File: src/rtl/bcd_updn_ctr.sv
module bcd_updn_ctr (
  input  logic       clk,
  input  logic       srst,
  input  logic       load_n,
  input  logic       en_par_n,
  input  logic       en_chain_n,
  input  logic       up,
  input  logic [3:0] din,
  output logic [3:0] q,
  output logic       tc_n
);

  localparam logic [3:0] TOP = 4'd9;

  logic       count;
  logic       up_end;
  logic       dn_end;
  logic [3:0] nxt_up;
  logic [3:0] nxt_dn;

  assign count  = load_n & ~en_par_n & ~en_chain_n;
  assign up_end = q[3] & q[0];
  assign dn_end = (q == 4'd0);

  assign nxt_up = up_end ? 4'd0 : q + 4'd1;
  assign nxt_dn = (dn_end || q > TOP) ? TOP : q - 4'd1;

  assign tc_n = ~(~en_chain_n & (up ? up_end : dn_end));

  always_ff @(posedge clk) begin
    if (srst)         q <= 4'd0;
    else if (!load_n) q <= din;
    else if (count)   q <= up ? nxt_up : nxt_dn;
  end

endmodule


File: config.mk
export PLATFORM = sky130hd
export DESIGN_NAME = bcd_updn_ctr
export DESIGN_NICKNAME = d
export VERILOG_FILES = /design/src/rtl/bcd_updn_ctr.sv
export SDC_FILE = /design/constraint.sdc
export NUM_CORES = 1
export LEC_CHECK = 0
export ABC_AREA = 0
export BUFFER_PORTS_ARGS = -buffer_cell sky130_fd_sc_hd__buf_2
export CAP_MARGIN = 10
export CORE_AREA = 2 2 39 41
export DETAILED_ROUTE_END_ITERATION = 10
export DIE_AREA = 0 0 41 43
export PLACE_DENSITY = 0.57
export SLEW_MARGIN = 10
export SYNTH_ARGS = -nofsm -noshare
export SYNTH_HDL_FRONTEND = slang
export SYNTH_SLANG_ARGS = --single-unit
File: constraint.sdc
create_clock -name clk -period 3.6 [get_ports clk]
set_input_delay 0 -clock clk [delete_from_list [all_inputs] [get_ports clk]]
set_output_delay 0 -clock clk [all_outputs]
set_load 0.01 [all_outputs]
==> impl_metrics.yaml, run 1 <==
sta:
  grt_setup_unrepaired: "no"
  fmax_mhz: 593
  worst_clock_skew_ns: 0.00133
  drv_slew: 0
  hold_violations: 0
  tightest_slew_ns: 0.410
  setup_tns_ns: 0
  slew_headroom_pct: 72.3
  setup_ws_ns: 1.91
  hold_ws_ns: 0.0822
  setup_viol: 0
  fin_crit_sh_pct: 46.8
  fin_crit_ns: 1.69
die:
  placementRows: 14
  num_io_pins: 15
  initial_core_util_pct: 29.8
  die_w_um: 41
  die_area_um2: 1760
  core_um2: 1380
  die_h_um: 43
synthesis:
  netlist_top_cells_count: "nor2_1 (9), a31oi_1 (4), dfxtp_1 (4), o21ai_0 (4)"
  yosysMostFrequentCell: "nor2_1"
  ys_types: 29
  synth_edf_count: 0
  yosys.area.top_type_share_pct: 19.4
  synth_area_um2: 413
  synth_area_leader_cell: "dfxtp_1"
  yosys_register_bits: 4
  ys.flop_type: "dfxtp_1"
  syn_area_per_cell_um2: 7.65
  syn_inst: 54
  ys_seq_area_share_pct: 19.4
  synth_area_leaders: "dfxtp_1 (19%), ha_1 (9.1%), nor2_1 (8.2%), buf_6 (8.2%), a31oi_1 (6.1%)"
  ys_warn_count: 0
  synth_nets: 67
  synthArstFlopShare_pct: 0
final_layout:
  num-fill-cells: 153
  layout.nets: 82
  num_antenna_cells: 0
  largest_register: "q"
  drive_above_1_share_pct: 26.9
  top_regs: "q: 4 flops"
  area_delta_synth_final_pct: 18.5
  design_area_um2: 489
  largest_register_ffs: 4
  final_cells: 83
  utilization_pct: 35.4
critical_path:
  critPathMaxFanout: 12
  cp_data_arrival_time_ns: 1.69
  worstPathRequired_ns: 3.60
  end_kind: "primary output"
  start_kind: "register"
  worst-setup-path-type: "reg -> out"
grt:
  grt_pass1_wl_mm: 1.68
  grt_max_degree: 13
  grt_overflow_total: 0
  track_usage_pct: 14.3
  grt_pass1_vias: 383
  antenna_found_initial: 0
flow_run:
  cap_violations: 0
cts:
  htree_levels: 1
  cts_resized: 0
  cts_root_buf: "clkbuf_4"
  cts.reportedPaths.clkPinSlew_ns: 0.04
  clkSinkCount: 4
  insertion_delay_ns: 0.25
  clockBufferDepth: 2
  cts_tree: "yes"
  numCtsBuffers: 3
run_status:
  run_status: "finished clean"
placed_design:
  dp.cells: 79
  hpwl_um: 736
  place_ws_ns: 2.02
  placed_area_um2: 457
  gp_congestion: 0.803
  portBuffers: 14
power_and_ir_drop:
  design_power_total_uw: 167
  power_density_nw_per_um2: 342
  p_leak_nw: 0.215
  ir_drop_mv: 0.106
routing:
  drt_iter0_drc: 10
  wl_per_cell_um: 12.4
  dr_total_vias: 445
  via_per_inst: 5.36
  dr.pass1.iters: 4
  wl_mm: 1.03
  ant_nets: 0
  drc: 0
worst_hold_path:
  holdCritPathClass: "in -> reg"
-- where the power goes --
part           switching (mW)  internal [mW]  total, mW
registers             0.00978         0.0483     0.0581
clock network          0.0227         0.0376     0.0603
logic                  0.0247         0.0242     0.0489
-- worst max-delay path, stage by stage, from the launching register on --
cell and delay [ns]:
dfxtp_1 0.40, inv_1 0.10, ha_1 0.21, nor4b_1 0.30
a31oi_1 0.07, or2_1 0.22, buf_2 0.14
-- area by class of cell --
cell class	count	area [um^2]	area share, %
Multi-Input combinational cell	43	279	57.0
Timing Repair Buffer	15	80.1	16.4
Inverter	2	7.51	1.53
Clock buffer	3	22.5	4.60
Tap cell	16	20.0	4.09
Sequential cell	4	80.1	16.4
-- cells in the final DEF (no fill, tap or decap), drive strengths merged, types with 2 or more instances in the layout --
master and instances:
buf 14, nor2 9, o21ai 5, a31oi 4, dfxtp 4, a21oi 3
ha 3, clkbuf 3, inv 2, o22ai 2
-- routing by layer --
layer	track usage, %	part of all wire (%)	vias to the layer above
met5	0	0	-
met4	9.33	1.3	0
met3	5.24	7.6	2
met2	17.2	42	19
met1	20.4	49	196
li1	-	-	228
-- path summary, 6_finish.rpt --
path / endpoint / start / slack (ns) / cells after the start
hold reg to reg: q[0] / q[0] / 0.62 / 1
setup / recovery: tc_n / q[0] / 1.91 / 6
hold / removal: q[1] / din[1] / 0.08 / 3
setup reg to reg: q[2] / q[0] / 2.02 / 6
-- logic make-up after synthesis --
logic type	count (synthesis)	synth area share, %
multiplexers	1	2.42
flip-flops	4	19.4
buffers and inverters	7	13.0
AND/OR/NAND/NOR	19	25.2
adder cells (fa/ha/maj)	3	9.09
AO/OA/AOI/OAI	20	30.9
-- repair_timing --
item	CTS	global route
endpoints found under the hold margin	2	0
hold buffers	1	0
buffers inserted	0	0
Note: power is estimated with default switching activity, not from simulation.
==> run 2: changes to the inputs <==
- clock period: 3.6 -> 1.7 ns (I/O delays scaled with it)
==> run 2 against run 1 <==
  * Register-to-register slack lost 1.8 ns
  * Flip-flop and latch count is the same
  * Die area is the same
  * First-iteration DRC count grew 60%
  * Setup slack lost 1.8 ns
  * Clock skew grew 0.0051 ns
  * Final cell count grew 2.4%
  * Total power grew 110%
  * Hold slack gained 0.017 ns
  * Critical path type unchanged
  * Non-clock buffer count grew 2
==> impl_metrics.yaml, run 2 (synthesis results as in run 1) <==
placed_design:
  placed_area_um2: 472
  portBuffers: 14
  hpwl_um: 793
  dp.cells: 81
  gp_congestion: 0.807
die:
  die_h_um: 43
  initial_core_util_pct: 29.8
  core_um2: 1380
  die_area_um2: 1760
  num_io_pins: 15
  die_w_um: 41
  placementRows: 14
worst_hold_path:
  holdCritPathClass: "in -> reg"
critical_path:
  critPathMaxStageDelay_ns: 0.45
  path_buf_inv: 2
  start_kind: "register"
  crit_family: "flip-flops"
  path_cells: "inv_1 > ha_1 > nor4b_2 > a31oi_1 > or2_1 > buf_2"
  critPathMaxFanout: 9
  critPathSlowestCell: "dfxtp_1"
  end_kind: "primary output"
  cp_data_arrival_time_ns: 1.56
  worst-setup-path-type: "reg -> out"
  worstPathRequired_ns: 1.70
  ff2ff_setup_slack_ns: 0.21
routing:
  dr.pass1.iters: 4
  ant_nets: 0
  drt_iter0_drc: 16
  drc: 0
  dr_total_vias: 452
  via_per_inst: 5.32
  wl_per_cell_um: 12.2
  wl_mm: 1.04
cts:
  clockBufferDepth: 2
  cts.reportedPaths.clkPinSlew_ns: 0.04
  numCtsBuffers: 3
  cts_root_buf: "clkbuf_4"
  cts_tree: "yes"
  htree_levels: 1
  clkSinkCount: 4
  insertion_delay_ns: 0.24
  post_cts_buffers: 0
final_layout:
  final_cells: 85
  num_antenna_cells: 0
  largest_register_ffs: 4
  layout_commonest_cell: "buf_2"
  top_regs: "q: 4 flops"
  drive_above_1_share_pct: 30.4
  num-fill-cells: 148
  design_area_um2: 510
  largest_register: "q"
  area_delta_synth_final_pct: 23.6
  layout_common_cells: "buf_2 (14), nor2_1 (9), a31oi_1 (4), o21ai_0 (4), dfxtp_1 (4)"
  utilization_pct: 36.9
  layout.nets: 84
sta:
  hold_violations: 0
  fin_crit_ns: 1.56
  hold_ws_ns: 0.0994
  worst_clock_skew_ns: 0.00640
  fmax_mhz: 640
  setup_tns_ns: 0
  tightest_slew_ns: 0.425
  grt_setup_unrepaired: "no"
  slew_headroom_pct: 71.4
  fin_crit_sh_pct: 92.0
  drv_slew: 0
  setup_viol: 0
power_and_ir_drop:
  p_switching_uw: 118
  ir_drop_mv: 0.256
  p_int_uw: 239
  p_clk_share_pct: 34.1
  power_density_nw_per_um2: 698
  seqPwrFrac_pct: 32.7
  p_sw_share_pct: 33.1
  combPwrFrac_pct: 33.2
  p_leak_nw: 0.227
run_status:
  run_status: "finished clean"
grt:
  grt_overflow_total: 0
  antenna_found_initial: 0
  grt_pass1_wl_mm: 1.78
  grt_max_degree: 13
  grt_pass1_vias: 387
  track_usage_pct: 15.1
flow_run:
  cap_violations: 0
[run 2: cell types whose count changed in the layout (fill, tap and decap cells not counted)]
cell and change:
nor4b_2 +1, nor4b_1 -1, buf_4 +2
[run 2: cell type report]
cell class                      instances  area [um^2]  share of cell area [%]
Sequential cell                         4         80.1                    15.7
Timing Repair Buffer                   17         95.1                    18.6
Tap cell                               16         20.0                    3.92
Inverter                                2         7.51                    1.47
Multi-Input combinational cell         43          285                    55.9
Clock buffer                            3         22.5                    4.41
[run 2: path summary, 6_finish.rpt]
path / to / cells past startpoint / start
worst max-delay path: tc_n / 6 / q[0]
worst min-delay path: q[1] / 3 / din[1]
worst max register to register: q[3] / 6 / q[0]
worst min register to register: q[2] / 2 / q[2]
[run 2: timing repair]
item / CTS / global route
resized for setup: 0 / 1
hold buffers: 1 / 0
setup endpoints to repair: 0 / 1
hold endpoints to repair: 2 / 0
[run 2: worst register-to-register path, cell delays in order, from the launching register on]
cell and delay (ns):
dfxtp_1 0.45, inv_1 0.07, ha_1 0.24, o21bai_1 0.15
a22oi_1 0.11, o21a_1 0.21, a211oi_1 0.18
[run 2: metrics by stage]
stage               total power [mW]  setup slack (ns)
finish                         0.356             0.136
floorplan                      0.203             0.198
global route                   0.391            0.0127
global placement               0.233             0.214
detailed placement             0.232             0.201
CTS                            0.359             0.116
[run 2: power by group through the flow]
stage	logic [mW]	clock network [mW]	registers, mW
5_1_grt	0.135	0.137	0.118
4_1_cts	0.117	0.126	0.116
3_5_place_dp	0.114	0	0.118
2_1_floorplan	0.0884	0	0.114
6_report	0.118	0.122	0.117
3_3_place_gp	0.115	0	0.118
[run 2: layer usage]
metal / vias up / track usage [%] / share of wire [%]
li1: 231 / - / -
met1: 200 / 22.4 / 47
met2: 21 / 18.8 / 46
met3: 0 / 4.71 / 6.7
met4: 0 / 8.00 / 0
met5: - / 0 / 0
